File: config.mk
export PLATFORM = sky130hd
export DESIGN_NAME = ucs_decoder
export DESIGN_NICKNAME = d
export VERILOG_FILES = /design/src/rtl/ucs_pkg.sv /design/src/rtl/ucs_below.sv /design/src/rtl/ucs_offset.sv /design/src/rtl/ucs_decoder.sv
export SDC_FILE = /design/constraint.sdc
export NUM_CORES = 1
export LEC_CHECK = 0
export BUFFER_PORTS_ARGS = -buffer_cell sky130_fd_sc_hd__buf_2
export CORE_AREA = 2 2 39 41
export DETAILED_ROUTE_END_ITERATION = 10
export DIE_AREA = 0 0 41 43
export PLACE_DENSITY = 0.61
export SLEW_MARGIN = 25
export SYNTH_ARGS = -nofsm -noshare
export SYNTH_HDL_FRONTEND = slang
export SYNTH_SLANG_ARGS = --single-unit
File: constraint.sdc
create_clock -name vclk -period 2.9
set_input_delay 0.58 -clock vclk [all_inputs]
set_output_delay 0.58 -clock vclk [all_outputs]
set_load 0.02 [all_outputs]
File: src/rtl/ucs_pkg.sv
package ucs_pkg;
   localparam int unsigned ADDR_W    = 16;
   localparam int unsigned OFF_W     = 13;
   localparam int unsigned N_REGIONS = 3;
   localparam int unsigned N_BOUND   = N_REGIONS + 1;

   typedef logic [ADDR_W-1:0]    addr_t;
   typedef logic [OFF_W-1:0]     off_t;
   typedef logic [N_REGIONS-1:0] sel_t;

   typedef struct packed {
      sel_t sel;
      off_t off;
      logic unmapped;
   } decode_t;
endpackage

File: src/rtl/ucs_below.sv
module ucs_below #(
   parameter int unsigned WIDTH = 16,
   parameter logic [WIDTH-1:0] LIMIT = '0
) (
   input  logic [WIDTH-1:0] value,
   output logic             below
);
   always_comb below = (value < LIMIT);
endmodule

File: src/rtl/ucs_offset.sv
module ucs_offset #(
   parameter int unsigned WIDTH   = 16,
   parameter int unsigned OFF_W   = 13,
   parameter int unsigned REGIONS = 3,
   parameter logic [WIDTH*(REGIONS+1)-1:0] BOUNDS = '0
) (
   input  logic [WIDTH-1:0]   value,
   input  logic [REGIONS-1:0] sel,
   output logic [OFF_W-1:0]   off
);
   logic [REGIONS-1:0][OFF_W-1:0] per_region;

   for (genvar g = 0; g < REGIONS; g++) begin : g_sub
      localparam logic [WIDTH-1:0] BASE = BOUNDS[g*WIDTH +: WIDTH];
      logic [WIDTH-1:0] diff;
      always_comb begin
         diff          = value - BASE;
         per_region[g] = sel[g] ? diff[OFF_W-1:0] : '0;
      end
   end

   always_comb begin
      off = '0;
      for (int i = 0; i < REGIONS; i++) off |= per_region[i];
   end
endmodule

File: src/rtl/ucs_decoder.sv
module ucs_decoder #(
   parameter logic [15:0] BOUND0 = 16'h6050,
   parameter logic [15:0] BOUND1 = 16'h8050,
   parameter logic [15:0] BOUND2 = 16'hA050,
   parameter logic [15:0] BOUND3 = 16'hC050,
   parameter bit REGISTERED = 1'b0
) (
   input  logic        clk,
   input  logic        rst,
   input  logic [15:0] addr,
   output logic [2:0]  region_sel,
   output logic [12:0] offset,
   output logic        unmapped
);
   import ucs_pkg::*;

   localparam int unsigned SPAN_MAX = 1 << OFF_W;
   localparam logic [ADDR_W*N_BOUND-1:0] BOUNDS = {BOUND3, BOUND2, BOUND1, BOUND0};

   if (!(BOUND0 < BOUND1 && BOUND1 < BOUND2 && BOUND2 < BOUND3))
      $error("ucs_decoder: boundaries must ascend");
   if ((int'(BOUND1) - int'(BOUND0)) > SPAN_MAX ||
       (int'(BOUND2) - int'(BOUND1)) > SPAN_MAX ||
       (int'(BOUND3) - int'(BOUND2)) > SPAN_MAX)
      $error("ucs_decoder: a region exceeds the offset range");

   logic [N_BOUND-1:0] lt;
   sel_t    sel_c;
   off_t    off_c;
   decode_t dec_c;

   for (genvar b = 0; b < N_BOUND; b++) begin : g_cmp
      ucs_below #(.WIDTH(ADDR_W), .LIMIT(BOUNDS[b*ADDR_W +: ADDR_W])) u_cmp (
         .value (addr),
         .below (lt[b])
      );
   end

   for (genvar r = 0; r < N_REGIONS; r++) begin : g_sel
      always_comb sel_c[r] = !lt[r] && lt[r+1];
   end

   ucs_offset #(
      .WIDTH(ADDR_W), .OFF_W(OFF_W), .REGIONS(N_REGIONS), .BOUNDS(BOUNDS)
   ) u_off (
      .value (addr),
      .sel   (sel_c),
      .off   (off_c)
   );

   always_comb begin
      dec_c.sel      = sel_c;
      dec_c.off      = off_c;
      dec_c.unmapped = lt[0] || !lt[N_BOUND-1];
   end

   decode_t dec_q;

   if (REGISTERED) begin : g_reg
      always_ff @(posedge clk) begin
         if (rst) begin
            dec_q.sel      <= '0;
            dec_q.off      <= '0;
            dec_q.unmapped <= 1'b1;
         end else begin
            dec_q <= dec_c;
         end
      end
   end else begin : g_comb
      always_comb dec_q = dec_c;
   end

   assign region_sel = dec_q.sel;
   assign offset     = dec_q.off;
   assign unmapped   = dec_q.unmapped;
endmodule

After elaboration in Yosys (flattened, before gate mapping)
Cells that the tools add are included.
{ "totals": {"reg_bits": 0, "output_inout_bits": 17, "wordCells": 20} }
{ "op_classes": {"add_sub_neg": 3, "order_cmp": 4, "muxes": 3, "n_bitwise": 2, "n_reduce_logical": 8} }
{ "op_table": {"columns": ["operator", "n"], "rows": [
  ["$lt 16x16->1 const B", 3],
  ["$mux 13", 3],
  ["$sub 13x7->13 const B", 3],
  ["$or 13x13->13", 2],
  ["$lt 16x15->1 const B", 1],
  ["$logic_not 1->1", 4],
  ["$logic_and 1x1->1", 3],
  ["$logic_or 1x1->1", 1]
]} }

Logic depth before layout (Yosys ltp)
Gate-level depths: netlist of run 1.
{ "depth": {"word_depth": 6, "mapped_depth": 8, "ltp_nobuf": 6} }

Cells and area by module
From an unflattened synthesis of run 1, not the netlist that was laid out.
{ "hier_totals": {"cells_unflattened": 61, "area_unflattened_um2": 386.6} }
{ "modules_own_cells": {"columns": ["module", "n_inst", "cells_per_inst", "area_per_inst_um2", "seq_area_each_um2"], "rows": [
  ["ucs_offset", 1, 36, 219.0, 0.0],
  ["ucs_below at g_cmp[0].u_cmp", 1, 6, 40.0, 0.0],
  ["ucs_below at g_cmp[2].u_cmp", 1, 5, 36.3, 0.0],
  ["ucs_decoder", 1, 4, 32.5, 0.0],
  ["ucs_below at g_cmp[1].u_cmp", 1, 5, 30.0, 0.0],
  ["ucs_below at g_cmp[3].u_cmp", 1, 5, 28.8, 0.0]
]} }

Least setup slack after synthesis of run 1
OpenSTA, ideal clock, no wires.
{ "synth_path": {"path_kind": "input to output", "from": "input port addr[9]", "to": "output port region_sel[2]", "arrival_time_ns": 2.242, "path_slack_ns": 0.078, "stages": 5, "n_path_buf": 1, "path_cell_list": "or4_4 > or3_1 > clkbuf_2 > or3b_1 > a21boi_1"} }
{ "synth_via": {"elab_chain_len": 3, "word_cells_on_any_way": 4} }
{ "synth_lines": {"columns": ["element", "line", "source"], "rows": [
  ["start, declared", "ucs_decoder.sv:10", "input logic [15:0] addr,"],
  ["$lt 16x16->1", "ucs_below.sv:8", "always_comb below = (value < LIMIT);"],
  ["$logic_not 1->1", "ucs_decoder.sv:40", "always_comb sel_c[r] = !lt[r] && lt[r+1];"],
  ["$logic_and 1x1->1 *", "ucs_decoder.sv:40", null],
  ["end, declared", "ucs_decoder.sv:11", "output logic [2:0] region_sel,"]
]} }
Every way passes the cells marked *; elsewhere a longest branch is shown, timed or not.

Worst setup path in the final report of run 1
Ends and elaborated chain as after synthesis.

==> flow_metrics.env, run 1 <==
export IMPL_critical_path_buf_inv_count=2
export IMPL_critical_path_startpoint_type="input pin"
export IMPL_sequential_cell_area_sq_um=0
export IMPL_final_min_clock_period_ps=2830
export IMPL_holdCritPathClass="in2out"
export IMPL_critPathArrivalTime_ps=2250
export IMPL_path_cells="buf_2, or4_4, or3_4, or3b_1, a21boi_1, buf_4"
export IMPL_power_switching_uw=49.6
export IMPL_crit_required_ps=2320
export IMPL_chipHeight_microns=43
export IMPL_post_layout_nonfiller_instances=99
export IMPL_power_ir_vdd_worst_v=0.0000830
export IMPL_antenna_cells_inserted=0
export IMPL_grt_setup_unrepaired="false"
export IMPL_timing_final_crit_share_pct=97.5
export IMPL_grt_antenna_before_repair=0
export IMPL_pwr_density_cell_nw_per_um2=162
export IMPL_via_count_of_the_first_global_routing_pass=379
export IMPL_drt_first_pass_iters=3
export IMPL_core_sq_um=1380
export IMPL_run_status="completed"
export IMPL_fp_dieArea_sq_um=1760
export IMPL_slew_worst_pin_ps=312
export IMPL_area_growth_synth_to_final_pct=71.2
export IMPL_switching_part_of_the_total_power_pct=55.7
export IMPL_final_core_util_pct=39.8
export IMPL_grt_usage_pct=10.6
export IMPL_timing_worst_setup_path_type="in2out"
export IMPL_number_of_drc_markers_in_iteration_0=1
export IMPL_starting_utilization_of_the_core_area_pct=23.2
export IMPL_avgSynthCellArea_sq_um=6.70
export IMPL_final_hold_viol_count=0
export IMPL_internal_cell_power_uw=39.5
export IMPL_drc_violations=0
export IMPL_setup_violations_final=0
export IMPL_cpMaxStageDelayCell="sky130_fd_sc_hd__or4_4"
export IMPL_mostFrequentLayoutCells="sky130_fd_sc_hd__buf_2 (32), sky130_fd_sc_hd__a21oi_1 (8), sky130_fd_sc_hd__buf_4 (6)"
export IMPL_via_count=472
export IMPL_place_gp_congestion=0.724
export IMPL_cellLeakagePower_nw=0.281
export IMPL_floorplan_io_pins=35
export IMPL_cap_viol_max_count=0
export IMPL_mappedNetlistArea_sq_um=322
export IMPL_die_width_microns=41
export IMPL_layout_clock_buffers=0
export IMPL_synth_yosys_seq_area_share_pct=0
export IMPL_numSequentialCells=0
export IMPL_critPathTopFamily="simple AND/OR/NAND/NOR gates"
export IMPL_crit_fanout=4
export IMPL_layout_commonest_cell="sky130_fd_sc_hd__buf_2"
export IMPL_post_cts_repair_setup_buffers=0
export IMPL_mappedNetlistNets=67
export IMPL_drive_gt1_share_pct=51.8
export IMPL_achievable_frequency_ghz=0.354
export IMPL_cpPeakStageDelay_ps=540
export IMPL_yosys_warnings=0
export IMPL_comb_power_share_pct=100.0
export IMPL_detailed_place_hpwl_microns=774
export IMPL_io_buffers=33
export IMPL_grt_start_max_net_pins=16
export IMPL_count_of_mapped_cells_out_of_synthesis=48
export IMPL_floorplan_rows=14
export IMPL_viasPerCell=4.77
export IMPL_drtAntennaViolNets=0
export IMPL_whs_ps=1450
export IMPL_report_final_slew_viol_count=0
export IMPL_critical_path_endpoint_type="primary output"
export IMPL_finalNetCount=104
export IMPL_overflow=0
export IMPL_power_frac_seq_pct=0
export IMPL_setup_tns_ps=0
export IMPL_fill_cells=162
export IMPL_wirelength_microns=946
export IMPL_p_clk_share_pct=0
export IMPL_cts_hold_buf=0
export IMPL_place_detailed_instances=99
export IMPL_drt_wirelength_per_cell_microns=9.56
export IMPL_synth_cell_types=28
export IMPL_grt_pass1_wl_microns=1450
export IMPL_postCtsResizedCells=0
export IMPL_slew_limit_headroom_pct=79.0
## synth_stat cells
master	n	area, sq um
sky130_fd_sc_hd__inv_1	2	7.51
sky130_fd_sc_hd__nor2b_1	1	6.26
sky130_fd_sc_hd__a22oi_1	1	7.51
sky130_fd_sc_hd__a21boi_0	4	30.0
sky130_fd_sc_hd__o41ai_1	1	8.76
sky130_fd_sc_hd__nor2_1	2	7.51
sky130_fd_sc_hd__nand2_1	1	3.75
sky130_fd_sc_hd__clkbuf_1	1	3.75
sky130_fd_sc_hd__o31ai_1	2	15.0
sky130_fd_sc_hd__o21a_1	1	7.51
sky130_fd_sc_hd__nand4b_1	1	8.76
sky130_fd_sc_hd__and2_1	1	6.26
sky130_fd_sc_hd__buf_4	1	7.51
sky130_fd_sc_hd__nand2b_1	1	6.26
sky130_fd_sc_hd__clkbuf_2	2	10.0
sky130_fd_sc_hd__ha_1	1	12.5
sky130_fd_sc_hd__or3_2	1	7.51
sky130_fd_sc_hd__xnor2_1	5	43.8
sky130_fd_sc_hd__a21boi_1	1	7.51
sky130_fd_sc_hd__nor4_1	1	6.26
sky130_fd_sc_hd__xor2_1	2	17.5
sky130_fd_sc_hd__nand3b_1	1	7.51
sky130_fd_sc_hd__or4_4	1	11.3
sky130_fd_sc_hd__or3_1	1	6.26
sky130_fd_sc_hd__a21oi_1	8	40.0
sky130_fd_sc_hd__or2_2	1	6.26
sky130_fd_sc_hd__or3b_1	1	8.76
sky130_fd_sc_hd__nor3_1	2	10.0
## final timing paths
kind | slack [ps] | cells past startpoint | to | from
setup / recovery | 70 | 6 | region_sel[2] | addr[9]
hold / removal | 1450 | 3 | offset[4] | addr[4]
## layer usage
layer	up-vias	track usage [%]	routed length [microns]
met2	19	17.5	423
met1	204	15.8	447
met3	0	0	75
met5	-	0	0
met4	0	0	0
li1	249	-	-
## cell families (layout without fill, tap and decap cells)
kind of cell             Yosys count  after routing  synth area share, %
AO/OA/AOI/OAI                     18             18                 36.2
AND/OR/NAND/NOR                   16             16                 31.9
XOR/XNOR                           7              7                 19.1
buffers and inverters              6             41                 8.95
adder cells (fa/ha/maj)            1              1                 3.89
## area by class of cell
cell class,count,area [sq um],area share (%)
inverters,2,7.51,1.36
multi-input cells,42,298,54.1
well taps,16,20.0,3.64
repair buffers,39,225,40.9
## power groups by stage
stage,clock (mW),combinational (mW),sequential (mW)
after floorplan,0,0.0512,0
after global placement,0,0.0878,0
after detailed placement,0,0.0889,0
after CTS,0,0.0893,0
after global routing,0,0.0976,0
final,0,0.0891,0
## per-stage QoR
step | power [mW] | instance area (sq um) | setup WS, ps
6_report | 0.0891 | 551 | 71.6
5_1_grt | 0.0976 | 551 | 0.492
4_1_cts | 0.0893 | 543 | 27.6
3_5_place_dp | 0.0889 | 543 | 30.0
3_3_place_gp | 0.0878 | 543 | 53.7
2_1_floorplan | 0.0512 | 322 | 78.5
Note: power is estimated with default switching activity, not from simulation.
==> run 2, diff against run 1 <==
--- a/config.mk
+++ b/config.mk
@@ -9,8 +9,9 @@
 export CORE_AREA = 2 2 39 41
 export DETAILED_ROUTE_END_ITERATION = 10
 export DIE_AREA = 0 0 41 43
-export PLACE_DENSITY = 0.61
+export PLACE_DENSITY = 0.66
 export SLEW_MARGIN = 25
 export SYNTH_ARGS = -nofsm -noshare
 export SYNTH_HDL_FRONTEND = slang
+export SYNTH_HIERARCHICAL = 1
 export SYNTH_SLANG_ARGS = --single-unit
==> run 2 against run 1 <==
Total power grew 29%; synthesized area is 20% higher; global-route usage is 2.5 points higher; design area increased by 5.2%; maximum frequency is 3.4% higher; hold slack gained 34 ps; first-iteration DRC count increased by 100%; non-clock buffer count down 5; combinational power up 29%; sequential share of layout area stayed put; count of clock-buffer cells in the layout unchanged.
==> flow_metrics.env, run 2 <==
export IMPL_run_status="completed"
export IMPL_yosys_warnings=6
export IMPL_area_growth_synth_to_final_pct=49.8
export IMPL_detailed_place_hpwl_microns=941
export IMPL_cts_hold_buf=0
export IMPL_post_cts_repair_setup_buffers=0
export IMPL_fin_ws_ps=165
export IMPL_place_detailed_instances=111
export IMPL_viasPerCell=5.14
export IMPL_yosys_top_cells_area="sky130_fd_sc_hd__o21ai_0 (12%), sky130_fd_sc_hd__a21oi_1 (7.8%), sky130_fd_sc_hd__a31o_1 (6.8%), sky130_fd_sc_hd__and2b_2 (6.8%), sky130_fd_sc_hd__and2_1 (6.5%)"
export IMPL_grt_setup_unrepaired="false"
export IMPL_synth_largest_type_area_fraction_pct=11.7
export IMPL_count_of_mapped_cells_out_of_synthesis=61
export IMPL_numSequentialCells=0
export IMPL_drc_violations=0
export IMPL_cpPeakStageDelay_ps=410
export IMPL_holdCritPathClass="in2out"
export IMPL_synth_yosys_seq_area_share_pct=0
export IMPL_slew_limit_headroom_pct=74.7
export IMPL_overflow=0
export IMPL_floorplan_rows=14
export IMPL_drt_wirelength_per_cell_microns=10.2
export IMPL_comb_power_share_pct=100.0
export IMPL_achievable_frequency_ghz=0.366
export IMPL_detailedPlace_worstSlack_ps=149
export IMPL_layout_commonest_cell="sky130_fd_sc_hd__buf_2"
export IMPL_synth_cell_types=23
export IMPL_most_frequently_used_cell_type_in_the_post_synthesis_netlist="sky130_fd_sc_hd__o21ai_0"
export IMPL_pwr_density_cell_nw_per_um2=199
export IMPL_postCtsResizedCells=0
export IMPL_post_layout_nonfiller_instances=111
export IMPL_cellLeakagePower_nw=0.279
export IMPL_synthDominantAreaCellType="sky130_fd_sc_hd__o21ai_0"
export IMPL_floorplan_io_pins=35
export IMPL_finalNetCount=116
export IMPL_cpMaxStageDelayCell="sky130_fd_sc_hd__or3_1"
export IMPL_antenna_cells_inserted=0
export IMPL_multi_input_comb_area_sq_um=372
export IMPL_path_cells="buf_2, nor4_2, a41o_1, and2b_2, or3_1, and2_1, buf_2"
export IMPL_number_of_drc_markers_in_iteration_0=2
export IMPL_switching_part_of_the_total_power_pct=61.3
export IMPL_power_ir_vdd_worst_v=0.0000606
export IMPL_mappedNetlistArea_sq_um=387
export IMPL_via_count=571
export IMPL_grt_usage_pct=13.1
export IMPL_timing_final_crit_share_pct=94.3
export IMPL_setup_tns_ps=0
export IMPL_layout_clock_buffers=0
export IMPL_fill_cells=161
export IMPL_via_count_of_the_first_global_routing_pass=427
export IMPL_mostFrequentLayoutCells="sky130_fd_sc_hd__buf_2 (33), sky130_fd_sc_hd__o21ai_0 (9), sky130_fd_sc_hd__a21oi_1 (6)"
export IMPL_timing_worst_setup_path_type="in2out"
export IMPL_place_gp_congestion=0.717
export IMPL_internal_cell_power_uw=44.7
export IMPL_mappedNetlistNets=80
export IMPL_drtAntennaViolNets=0
export IMPL_final_hold_viol_count=0
export IMPL_grt_pass1_wl_microns=1770
export IMPL_critical_path_top_cell_by_count="sky130_fd_sc_hd__buf_2"
export IMPL_power_switching_uw=70.7
export IMPL_crit_fanout=6
export IMPL_synth_top_cells_by_count="sky130_fd_sc_hd__o21ai_0 (9), sky130_fd_sc_hd__a21oi_1 (6), sky130_fd_sc_hd__nor2_1 (5)"
export IMPL_fp_dieArea_sq_um=1760
export IMPL_sequential_cell_area_sq_um=0
export IMPL_critPathArrivalTime_ps=2150
export IMPL_wirelength_microns=1140
export IMPL_final_min_clock_period_ps=2730
export IMPL_grt_antenna_before_repair=0
export IMPL_setup_violations_final=0
export IMPL_dpl_cell_area_sq_um=579
export IMPL_finalPower_uw=115
export IMPL_cap_viol_max_count=0
export IMPL_critical_path_endpoint_type="primary output"
export IMPL_report_final_slew_viol_count=0
export IMPL_final_design_area_no_fill_sq_um=579
export IMPL_grt_start_max_net_pins=11
export IMPL_slew_worst_pin_ps=379
export IMPL_critical_path_startpoint_type="input pin"
export IMPL_p_clk_share_pct=0
export IMPL_drive_gt1_share_pct=44.2
export IMPL_power_frac_seq_pct=0
export IMPL_crit_required_ps=2320
export IMPL_chipHeight_microns=43
export IMPL_avgSynthCellArea_sq_um=6.34
export IMPL_io_buffers=33
export IMPL_drt_first_pass_iters=2
export IMPL_core_sq_um=1380
export IMPL_die_width_microns=41
export IMPL_starting_utilization_of_the_core_area_pct=27.9
[run 2: area by class of cell]
| type | instances | share of cell area, % |
|---|---|---|
| tap | 16 | 3.46 |
| multi-input combinational | 57 | 64.1 |
| inverter | 4 | 2.59 |
| timing repair buffer | 34 | 29.8 |
[run 2: logic make-up (layout without fill, tap and decap cells)]
| group | count (synthesis) | count (layout) | synth area share, % |
|---|---|---|---|
| adder cells (fa/ha/maj) | 1 | 1 | 3.24 |
| AO/OA/AOI/OAI | 22 | 22 | 34.6 |
| XOR/XNOR | 1 | 1 | 2.27 |
| AND/OR/NAND/NOR | 33 | 33 | 56.0 |
| buffers and inverters | 4 | 38 | 3.88 |
[run 2: routing by layer]
metal	wire length (microns)	global-route usage, %	vias up
met5	0	0	-
met4	0	0	0
met3	92	0	0
met2	523	20.0	16
met1	519	21.2	254
li1	-	-	301
[run 2: worst paths after layout]
kind	startpoint	to	slack [ps]	cells past startpoint
max	addr[12]	offset[1]	170	7
min	addr[0]	offset[0]	1480	3
[run 2: critical path, delay by kind of cell]
kind	cells	cell delay, ps
and+or+nand+nor	4	1080
buffers and inverters	2	280
AOI/OAI and AO/OA	1	210
[run 2: power by group through the flow]
stage                     sequential [mW]  combinational (mW)  clock [mW]
after detailed placement                0               0.116           0
after CTS                               0               0.116           0
after floorplan                         0              0.0668           0
final                                   0               0.115           0
after global placement                  0               0.115           0
after global routing                    0               0.128           0
[run 2: metrics by stage]
| step | utilization (%) | hold WS [ps] |
|---|---|---|
| 2_1_floorplan | - | 1240 |
| 3_5_place_dp | 41.9 | 1480 |
| 6_report | 41.9 | 1480 |
| 3_3_place_gp | 41.9 | 1480 |
| 5_1_grt | 41.9 | 1500 |
| 4_1_cts | 41.9 | 1480 |
